===== config.mk =====
export PLATFORM = sky130hd
export DESIGN_NAME = t1_fsync
export DESIGN_NICKNAME = d
export VERILOG_FILES = /design/src/rtl/t1_fsync.sv
export SDC_FILE = /design/constraint.sdc
export NUM_CORES = 1
export LEC_CHECK = 0
export BUFFER_PORTS_ARGS = -buffer_cell sky130_fd_sc_hd__buf_2
export CAP_MARGIN = 20
export CORE_MARGIN = 1.5
export CORE_UTILIZATION = 51
export DETAILED_ROUTE_END_ITERATION = 8
export GPL_ROUTABILITY_DRIVEN = 0
export PLACE_DENSITY = 0.74
export SLEW_MARGIN = 5
export SYNTH_ARGS = -nofsm -noshare
export SYNTH_HDL_FRONTEND = slang
export SYNTH_SLANG_ARGS = --single-unit

===== constraint.sdc =====
create_clock -name clk -period 4.09 [get_ports clk]
set_clock_uncertainty 0.1 [all_clocks]
set_input_delay 0.2045 -clock clk [delete_from_list [all_inputs] [get_ports clk]]
set_output_delay 0.2045 -clock clk [all_outputs]
set_load 0.02 [all_outputs]

===== src/rtl/t1_fsync.sv =====
module t1_fsync (
  input  logic       clk,
  input  logic       rst_n,
  input  logic       fbit_stb,
  input  logic       fbit,
  input  logic       esf_mode,
  input  logic [1:0] win_sel,
  input  logic       resync,
  output logic       locked,
  output logic       fbe,
  output logic       oof,
  output logic [4:0] mf_pos,
  output logic [1:0] slot_type
);
  localparam int          HIST    = 6;
  localparam logic [11:0] D4_PAT  = 12'b0011_1011_0001;
  localparam logic [5:0]  FPS_PAT = 6'b11_0100;

  logic            mode_q;
  logic [4:0]      cnt;
  logic [3:0]      run;
  logic [HIST-1:0] hist;

  wire            restart  = resync | (esf_mode != mode_q);
  wire            is_sync  = ~mode_q | (cnt[1:0] == 2'b11);
  wire            exp_bit  = mode_q ? FPS_PAT[cnt[4:2]] : D4_PAT[cnt[3:0]];
  wire            miss     = is_sync & (fbit ^ exp_bit);
  wire [4:0]      cnt_nxt  = (cnt == (mode_q ? 5'd23 : 5'd11)) ? 5'd0 : cnt + 5'd1;
  wire [3:0]      need     = mode_q ? 4'd6 : 4'd12;
  wire [HIST-1:0] hist_nxt = {hist[HIST-2:0], miss};
  wire [HIST-1:0] wmask    = (win_sel == 2'd0) ? 6'b001111 :
                             (win_sel == 2'd1) ? 6'b011111 : 6'b111111;
  wire [2:0]      errs     = 3'($countones(hist_nxt & wmask));
  wire [1:0]      slot_now = mode_q ? (cnt[0] ? {cnt[1], ~cnt[1]} : 2'b00)
                                    : {1'b1, cnt[0]};

  always_ff @(posedge clk or negedge rst_n) begin
    if (!rst_n) begin
      mode_q    <= 1'b0;
      cnt       <= '0;
      run       <= '0;
      hist      <= '0;
      locked    <= 1'b0;
      fbe       <= 1'b0;
      oof       <= 1'b0;
      mf_pos    <= '0;
      slot_type <= '0;
    end else begin
      mode_q <= esf_mode;
      fbe    <= 1'b0;
      oof    <= 1'b0;
      if (restart) begin
        locked <= 1'b0;
        cnt    <= '0;
        run    <= '0;
        hist   <= '0;
      end else if (fbit_stb) begin
        mf_pos    <= cnt;
        slot_type <= slot_now;
        if (locked) begin
          cnt <= cnt_nxt;
          if (is_sync) begin
            hist <= hist_nxt;
            fbe  <= miss;
            if (miss && errs >= 3'd2) begin
              oof    <= 1'b1;
              locked <= 1'b0;
              cnt    <= '0;
              run    <= '0;
              hist   <= '0;
            end
          end
        end else if (miss) begin
          run <= '0;
        end else begin
          cnt <= cnt_nxt;
          if (is_sync) begin
            if (run == need - 4'd1) begin
              locked <= 1'b1;
              run    <= '0;
              hist   <= '0;
            end else begin
              run <= run + 4'd1;
            end
          end
        end
      end
    end
  end
endmodule



==> summary.md, run 1 <==
| Metric | Value |
|---|---|
| Syn-to-layout area delta | 23.5% |
| Largest stage delay, worst path | 0.55 ns |
| Slowest CP cell | fa_1 |
| Post-route antenna net violation count | 0 |
| Die H | 55.7 um |
| Tcrit/Tclk final | 103% |
| CTS Buf Count | 3 |
| Setup tns final | -0.414 ns |
| Yosys warning total | 0 |
| I/O Pins | 18 |
| Post-synthesis sequential area ratio | 44.2% |
| Pleak | 0.820 nW |
| Clock power share | 22.9% |
| DR vias/cell | 5.73 |
| Port bufs | 17 |
| VDD IR max | 0.000219 V |
| Final Total Pwr | 0.000476 W |
| TritonRoute pass-1 iters | 4 |
| Root Buffer | clkbuf_4 |
| Cells along the critical path | and2b_1, mux2i_2, mux2_4, or2_1, fa_1, inv_1, fa_1, nand2b_4, fa_1, nand2_4, nand2_2, a21oi_2, a311oi_2, buf_4, a21oi_2, o22ai_1 |
| Arr. time, crit path | 4.35 ns |
| Reg2Reg Depth | 16 |
| Via count | 1215 |
| Non-filler cells, final | 212 |
| Worst flop-to-flop path endpoint | cnt[2] |
| Hold Path Depth | 2 |
| FP Rows | 18 |
| Most used DFF post-synth | dfrtp_1 |
| Cell area power density | 273 mW/mm^2 |
| Total Routing Usage GR | 21.0% |
| Crit path from | cnt[3] |
| 1st-iter DRT viols | 21 |
| First-pass GRT wire length | 5270 um |
| Number of synthesized register bits | 25 |
| Slew Viols, Final | 0 |
| Hold crit path type | input port to flip-flop |
| Fmax | 238 MHz |
| Worst path most repeated cell | fa_1 |
| Fill count | 193 |
| H-tree Lvls | 1 |
| Fin crit period | 4.21 ns |
| Latest clock arrival within the worst-skew pair | 0.32 ns |
| Placeable Area | 0.00254 sq mm |
| TritonCTS clock tree | built |
| Fin worst setup slack | -0.119 ns |
| Switch Pwr | 0.000136 W |
| Inserted Diodes | 0 |
| Detailed placer's ending HPWL | 2260 um |
| Min-Delay Endpoint | fbe |
| Failing checks | negative setup slack |
| Final wirelength | 2990 um |
| Clock Tree Buf Depth | 2 |
| Wire per inst | 14.1 um |
| Worst hold start | fbit_stb |
| Clk slew on worst S/H paths | 0.14 ns |
| Sequential share of power | 55.9% |
| Req. time, crit path | 4.23 ns |
| Initial Util | 55.6% |
| Share of the synthesized area in the top cell type | 44.2% |
| Worst setup SP type | flip-flop |
| Crit Path Category | flip-flop to flip-flop |
| Cell area after synthesis | 0.00141 sq mm |
| Nets@finish | 197 |
| Worst rel slew slack | 52.0% |
| Asr flop ratio synth | 100% |
| Avg Inst Size Synth | 9.55 sq um |
| Post-synth EDFFs | 0 |
| Ranking of synthesized cells by area | dfrtp_1 (44%), nand2_1 (5.6%), fa_1 (4.2%) |
| RSZ-0062 raised after global routing | yes |
| Mapped Nets | 162 |
| Sw Ratio | 28.6% |
| Die X | 55.7 um |
| Status | complete, but fails checks |
| Combinational Power Share | 21.2% |
| Pin count of the biggest net entering global routing | 26 |
| DR DRC count | 0 |
| GRT Residual Overflow | 0 |
| Final hold violations | 0 |
| Yosys cell types | 46 |
| Slew @ Worst Pin | 0.718 ns |
| Critical path fanouts, max | 4 |
| Synth area leader | dfrtp_1 |
| Number of antenna violations at the first check in global routing | 0 |
| Worst Setup End Kind | flip-flop |
| Gate Count Post-Synth | 148 |
| CTS Sinks | 25 |
| Top-count cell post-synth | dfrtp_1 |
| List of most frequent post-synthesis cells | dfrtp_1 (25), nand2_1 (21), o21ai_0 (12) |
| Placed instance count | 204 |
| Final setup violation count | 5 |
| Reg2reg start | cnt[3] |
| P_int | 0.000340 W |
| Die area | 0.00310 sq mm |
| Vias in the first global route | 1200 |
| Max-cap viol count | 0 |
| Layout cell share with drive strength beyond 1 | 26.9% |
| R2R Setup Slk | -0.12 ns |
==> repair_timing <==
item	4_1_cts	5_1_grt
gates resized for setup	4	6
setup buffers	1	1
setup endpoints to repair	7	13
cloned	0	0
hold buffers	2	0
endpoints found under the hold margin	26	0
pin swaps	4	4
==> power by group through the flow <==
stage          Clock [W]  Sequential, W  Combinational [W]
2_1_floorplan          0       0.000280          0.0000474
3_3_place_gp           0       0.000270          0.0000909
3_5_place_dp           0       0.000271          0.0000930
4_1_cts         0.000115       0.000266          0.0000983
5_1_grt         0.000124       0.000268           0.000111
6_report        0.000109       0.000266           0.000101
==> per-layer routing <==
layer	routed length [um]	vias up	global-route usage, %	share of wire (%)
li1	-	607	-	-
met2	1550	17	36.9	52
met3	78	4	2.09	2.6
met5	0	-	0	0
met4	24	0	6.27	0.80
met1	1340	587	27.5	45
==> state kept, by name, indices dropped and copies added, names as in the netlist <==
signal,cells
run,4
mode_q,1
hist,5
fbe,1
mf_pos,5
slot_type,2
cnt,5
locked,1
oof,1
==> placed cells by master, fill, tap and decap left out, types with 2 or more instances in the layout <==
cell type	instances
a31oi_1	2
nand2_1	19
buf_2	17
o21bai_1	2
nand3_1	4
nor4bb_1	2
nor2b_1	2
o22ai_1	3
or3_1	2
dlygate4sd3_1	2
nor2_1	4
a21oi_2	3
fa_1	3
o21ai_0	11
nor3_1	3
buf_4	14
ha_1	3
a32o_1	5
clkbuf_4	3
inv_1	11
a21oi_1	4
o21ai_1	2
dfrtp_1	25
nand2b_1	4
==> stage by stage <==
stage / cell area, sq um / setup slack, ns / utilization (%) / hold slack (ns)
after detailed placement: 1650 / -0.245 / 64.7 / 0.126
after global placement: 1650 / -0.0584 / 64.7 / 0.115
after global routing: 1750 / -0.260 / 68.6 / 0.117
after floorplan: 1440 / -0.0504 / - / -0.191
after CTS: 1710 / -0.0710 / 67.1 / 0.121
final: 1750 / -0.119 / 68.6 / 0.133
==> cell type report <==
cell class	instances	area (sq um)	share of cell area, %
well taps	30	37.5	2.15
flip-flops and latches	25	626	35.8
inverters	11	41.3	2.37
repair buffers	34	221	12.7
clock buffers	4	26.3	1.51
multi-input cells	108	793	45.4
==> worst max-delay path, delay by kind of cell (launching register included) <==
family	cells	cell delay, ns
mux	2	0.59
buf+inv	2	0.24
fa+ha+maj	3	1.49
flops	1	0.39
compound gates	4	0.51
simple gates	5	0.82
==> worst max-delay path by stage <==
stage,depth (start not counted),to,slack [ns]
2_1_floorplan,16,cnt[3],-0.05
4_1_cts,16,cnt[2],-0.07
3_5_place_dp,15,cnt[1],-0.25
6_report,16,cnt[2],-0.12
5_1_grt,16,cnt[2],-0.26
3_3_place_gp,15,cnt[1],-0.06
==> cell families after synthesis <==
| group | after synthesis | share of synthesized area, % |
|---|---|---|
| AOI/OAI and AO/OA | 42 | 20.0 |
| muxes | 4 | 3.27 |
| adders and majority gates | 6 | 6.90 |
| and+or+nand+nor | 54 | 20.2 |
| buffers and inverters | 15 | 4.16 |
| xor gates and xnor gates | 2 | 1.24 |
| DFF | 25 | 44.2 |
Note: power is estimated with default switching activity, not from simulation.
==> run 2, diff against run 1 <==
--- a/config.mk
+++ b/config.mk
@@ -11,6 +11,7 @@
 export CORE_UTILIZATION = 51
 export DETAILED_ROUTE_END_ITERATION = 8
 export GPL_ROUTABILITY_DRIVEN = 0
+export GPL_TIMING_DRIVEN = 0
 export PLACE_DENSITY = 0.74
 export SLEW_MARGIN = 5
 export SYNTH_ARGS = -nofsm -noshare
==> run 2 against run 1 <==
Against the previous run: the flow still finishes with violations (negative setup slack); fmax increased by 0.13%; setup slack better by 0.0054 ns; worst hold slack improved by 0.0020 ns; power grew 2.6%; clock power increased by 6%; via count up 3.4%; cell count down 0.94%; critical endpoint unchanged.
==> summary.md, run 2 (synthesis results as in run 1) <==
| Metric | Value |
|---|---|
| Die H | 55.7 um |
| 1st-iter DRT viols | 53 |
| Port bufs | 17 |
| Placeable Area | 0.00254 sq mm |
| H-tree Lvls | 1 |
| Pin count of the biggest net entering global routing | 26 |
| Final hold violations | 0 |
| Fin crit period | 4.20 ns |
| VDD IR max | 0.000253 V |
| Die area | 0.00310 sq mm |
| Hold Path Depth | 2 |
| Req. time, crit path | 4.24 ns |
| Via count | 1256 |
| Status | complete, but fails checks |
| Clock Tree Buf Depth | 2 |
| Non-filler cells, final | 210 |
| Arr. time, crit path | 4.35 ns |
| Setup slack at placement | -0.415 ns |
| Max-cap viol count | 0 |
| Worst rel slew slack | 58.5% |
| Critical path fanouts, max | 4 |
| Crit Path Category | flip-flop to flip-flop |
| I/O Pins | 18 |
| Syn-to-layout area delta | 25.5% |
| Final wirelength | 3290 um |
| TritonCTS clock tree | built |
| Worst Setup End Kind | flip-flop |
| Reg2Reg Depth | 16 |
| FP Rows | 18 |
| Most frequent cells in the layout | dfrtp_1 (24), nand2_1 (19), buf_2 (18) |
| Placed instance count | 195 |
| Tcrit/Tclk final | 103% |
| Layout cell share with drive strength beyond 1 | 31.1% |
| Die X | 55.7 um |
| TritonRoute pass-1 iters | 4 |
| Root Buffer | clkbuf_4 |
| CTS Buf Count | 3 |
| DR DRC count | 0 |
| Inserted Diodes | 0 |
| Failing checks | negative setup slack |
| Nets@finish | 195 |
| Latest clock arrival within the worst-skew pair | 0.32 ns |
| RSZ-0062 raised after global routing | yes |
| Pleak | 0.805 nW |
| Fill count | 195 |
| Slew @ Worst Pin | 0.621 ns |
| Slew Viols, Final | 0 |
| Fmax | 238 MHz |
| Vias in the first global route | 1206 |
| Worst setup SP type | flip-flop |
| Wire per inst | 15.7 um |
| Detailed placer's ending HPWL | 2170 um |
| Initial Util | 55.6% |
| Largest regs | cnt (5), hist (5), mf_pos (5) |
| Cell area power density | 275 mW/mm^2 |
| First-pass GRT wire length | 5460 um |
| Total Routing Usage GR | 22.0% |
| DR vias/cell | 5.98 |
| Final setup violation count | 7 |
| Fin worst setup slack | -0.114 ns |
| GRT Residual Overflow | 0 |
| Post-route antenna net violation count | 0 |
| Hold crit path type | input port to flip-flop |
| CTS Sinks | 25 |
| Commonest non-fill, non-tap cell in the layout | dfrtp_1 |
| Number of antenna violations at the first check in global routing | 0 |
| Clk slew on worst S/H paths | 0.14 ns |
## run 2: cell count changes in the layout (fill, tap and decap cells not counted), moves of 2 or more
cell	change
o22ai_2	+2
buf_4	-4
o22ai_1	-2
o21ai_0	-2
## run 2: layout make-up
class / instances / area, sq um / area share [%]
clock buffer: 3 / 22.5 / 1.27
multi-input combinational: 108 / 848 / 47.8
timing repair buffer: 29 / 180 / 10.2
inverter: 11 / 41.3 / 2.33
tap: 30 / 37.5 / 2.12
sequential: 25 / 627 / 35.3
buffer: 3 / 12.5 / 0.705
clock inverter: 1 / 5.00 / 0.282
## run 2: worst max-delay path, cell delays in order (launching register included)
cell and delay (ns):
dfrtp_1 0.42, and2b_1 0.23, mux2i_2 0.26, mux2_4 0.34, or2_4 0.26, fa_1 0.48
inv_1 0.05, fa_1 0.43, nand2b_4 0.15, fa_1 0.52, nand2_2 0.12, nand2_2 0.10
a21oi_2 0.04, a311oi_2 0.19, buf_4 0.19, a21oi_2 0.06, o22ai_1 0.18
## run 2: power by group
group / total, W / internal, W / switching [W]
logic: 0.000107 / 0.0000444 / 0.0000626
registers: 0.000267 / 0.000258 / 0.00000829
clock network: 0.000115 / 0.0000367 / 0.0000781
## run 2: path summary, 6_finish.rpt
path	to	start	slack [ns]
worst max register to register	cnt[2]	cnt[3]	-0.11
worst min-delay path	fbe	fbit_stb	0.13
min in group asynchronous	hist[0]	rst_n	0.28
max in group asynchronous	cnt[0]	rst_n	3.20
worst max-delay path	cnt[2]	cnt[3]	-0.11
worst min register to register	mf_pos[3]	mf_pos[3]	0.40
## run 2: per-stage QoR
stage          utilization, %  cell area [sq um]  hold slack [ns]  TNS (ns)  power [W]
6_report                 69.7               1770            0.135    -0.588   0.000489
3_5_place_dp             61.5               1570            0.128     -2.76   0.000357
2_1_floorplan               -               1440           -0.191    -0.202   0.000327
5_1_grt                  69.7               1770            0.140     -2.47   0.000511
3_3_place_gp             61.5               1570            0.117     -2.12   0.000354
4_1_cts                  66.6               1690            0.111    -0.752   0.000484
## run 2: metal layers
layer	up-vias	global-route usage (%)	share of wire [%]	routed length, um
met1	612	28.6	45	1470
met3	9	3.02	3.9	128
met4	0	7.32	2.0	67
met5	-	0	0	0
li1	598	-	-	-
met2	37	37.6	49	1630
## run 2: repair_timing
action,in CTS,in global routing
gates resized for setup,7,16
setup buffers,8,2
hold endpoints to repair,26,0
pin swaps,3,7
hold buffers,2,0
endpoints found under the setup margin,13,15
==> run 3, diff against run 2 <==
--- a/config.mk
+++ b/config.mk
@@ -8,11 +8,11 @@
 export BUFFER_PORTS_ARGS = -buffer_cell sky130_fd_sc_hd__buf_2
 export CAP_MARGIN = 20
 export CORE_MARGIN = 1.5
-export CORE_UTILIZATION = 51
+export CORE_UTILIZATION = 60
 export DETAILED_ROUTE_END_ITERATION = 8
 export GPL_ROUTABILITY_DRIVEN = 0
 export GPL_TIMING_DRIVEN = 0
-export PLACE_DENSITY = 0.74
+export PLACE_DENSITY = 0.82
 export SLEW_MARGIN = 5
 export SYNTH_ARGS = -nofsm -noshare
 export SYNTH_HDL_FRONTEND = slang
==> constraint.sdc (replaced) <==
create_clock -name clk -period 5.4 [get_ports clk]
set_clock_uncertainty 0.1 [all_clocks]
set_input_delay 0.27 -clock clk [delete_from_list [all_inputs] [get_ports clk]]
set_output_delay 0.27 -clock clk [all_outputs]
set_load 0.02 [all_outputs]
==> run 3 against run 2 <==
Against the previous run: the run now ends clean; fmax decreased by 13%; flip-flop and latch count is the same; worst hold slack improved by 0.046 ns; count of clock-buffer cells in the layout stayed put; wire length shrank 13%; power shrank 28%; global-route usage rose by 2.2 points; cell count down 5.2%; die area shrank 14%; non-clock buffer count fell by 9; design area down 11%; sequential power down 24%; largest cell class unchanged; highest routed layer unchanged.
==> summary.md, run 3 (synthesis results as in run 1) <==
| Metric | Value |
|---|---|
| Largest regs | cnt (5), hist (5), mf_pos (5) |
| Setup slack at placement | 0.673 ns |
| R2R Setup Slk | 0.58 ns |
| Worst Setup End Kind | flip-flop |
| Pleak | 0.732 nW |
| Worst path most repeated cell | fa_1 |
| Fin crit period | 4.82 ns |
| GRT Residual Overflow | 0 |
| Die area | 0.00266 sq mm |
| FF/Latch Area | 626 sq um |
| Critical path fanouts, max | 7 |
| Multi-input gate area | 729 sq um |
| Largest stage delay, worst path | 0.54 ns |
| CTS Hold Bufs | 2 |
| Max-cap viol count | 0 |
| Fin worst setup slack | 0.579 ns |
| Worst rel slew slack | 58.0% |
| Placed instance count | 193 |
| Vias in the first global route | 1097 |
| Slowest CP cell | fa_1 |
| Final Total Pwr | 0.000353 W |
| Latest clock arrival within the worst-skew pair | 0.33 ns |
| Post-CTS sizing | 0 |
| Syn-to-layout area delta | 12.0% |
| Post-route antenna net violation count | 0 |
| Most frequent cells in the layout | dfrtp_1 (25), nand2_1 (21), buf_2 (19) |
| 1st-iter DRT viols | 27 |
| I/O Pins | 18 |
| Setup tns final | 0 ns |
| Layout cell share with drive strength beyond 1 | 15.2% |
| CTS Sinks | 25 |
| Pin count of the biggest net entering global routing | 26 |
| Arr. time, crit path | 4.98 ns |
| Clock Tree Buf Depth | 2 |
| CTS Buf Count | 3 |
| Inserted Diodes | 0 |
| Slew @ Worst Pin | 0.626 ns |
| Final hold violations | 0 |
| Final wirelength | 2860 um |
| TritonRoute pass-1 iters | 4 |
| Die X | 51.5 um |
| Tcrit/Tclk final | 89.3% |
| DR vias/cell | 5.94 |
| Slew Viols, Final | 0 |
| FP Rows | 17 |
| Final setup violation count | 0 |
| Req. time, crit path | 5.56 ns |
| First-pass GRT wire length | 4740 um |
| Via count | 1183 |
| Number of antenna violations at the first check in global routing | 0 |
| Placeable Area | 0.00221 sq mm |
| Status | finished clean |
| Fin Hold WS | 0.181 ns |
| RSZ-0062 raised after global routing | no |
| Post CTS Setup Buffer Count | 0 |
| Port bufs | 17 |
| Total Routing Usage GR | 24.2% |
| Fmax | 207 MHz |
| VDD IR max | 0.000282 V |
| Cell area power density | 223 mW/mm^2 |
| Cells along the critical path | and2b_1, mux2i_1, mux2_4, or2_0, buf_2, fa_1, inv_1, fa_1, nand2b_1, fa_1, nand2_1, nand2_1, a21oi_1, a311oi_1, nand2b_1, o22ai_1 |
| Hold crit path type | input port to flip-flop |
| Detailed placer's ending HPWL | 2090 um |
| Worst setup SP type | flip-flop |
| H-tree Lvls | 1 |
| Fill count | 176 |
| Nets@finish | 186 |
| Root Buffer | clkbuf_4 |
| Wire per inst | 14.4 um |
| Commonest non-fill, non-tap cell in the layout | dfrtp_1 |
| TritonCTS clock tree | built |
| Crit Path Category | flip-flop to flip-flop |
| Initial Util | 63.9% |
| Non-filler cells, final | 199 |
| DR DRC count | 0 |
| Die H | 51.5 um |
| Clk slew on worst S/H paths | 0.14 ns |
[run 3: where the power goes]
part	leakage [nW]	switching, W	internal, W
Sequential	0.342	0.00000670	0.000196
Clock	0.0139	0.0000586	0.0000284
Combinational	0.376	0.0000394	0.0000244
Total	0.732	0.000105	0.000248
[run 3: cell type report]
class | count | area share (%)
Clock buffer | 3 | 1.42
Tap cell | 28 | 2.21
Inverter | 11 | 2.61
Clock inverter | 1 | 0.474
Buffer | 4 | 1.11
Multi-Input combinational cell | 108 | 46.1
Sequential cell | 25 | 39.5
Timing Repair Buffer | 19 | 6.64
[run 3: metrics by stage]
stage                     util [%]  instance area [sq um]
after floorplan                  -                   1410
after global placement        69.3                   1530
after detailed placement      69.3                   1530
after CTS                     71.6                   1580
after global routing          71.6                   1580
final                         71.6                   1580
[run 3: final timing paths]
path,start,end,cells past startpoint
max,cnt[3],cnt[4],16
min,fbit_stb,fbe,2
max reg2reg,cnt[3],cnt[4],16
min reg2reg,mf_pos[4],mf_pos[4],2
max in group asynchronous,rst_n,mf_pos[0],2
min in group asynchronous,rst_n,fbe,2
[run 3: routing by layer]
| layer | share of wire (%) | global-route usage (%) | vias up |
|---|---|---|---|
| li1 | - | - | 582 |
| met4 | 1.6 | 9.21 | 0 |
| met2 | 52 | 42.3 | 33 |
| met3 | 3.5 | 3.45 | 7 |
| met1 | 42 | 30.2 | 561 |
| met5 | 0 | 0 | - |
[run 3: worst max-delay path: cells and delay by family, from the launching register on]
kind	cells	cell delay (ns)
multiplexers	2	0.63
AO/OA/AOI/OAI	3	0.79
AND/OR/NAND/NOR	6	1.09
adder cells (fa/ha/maj)	3	1.49
flip-flops	1	0.44
buffers and inverters	2	0.22
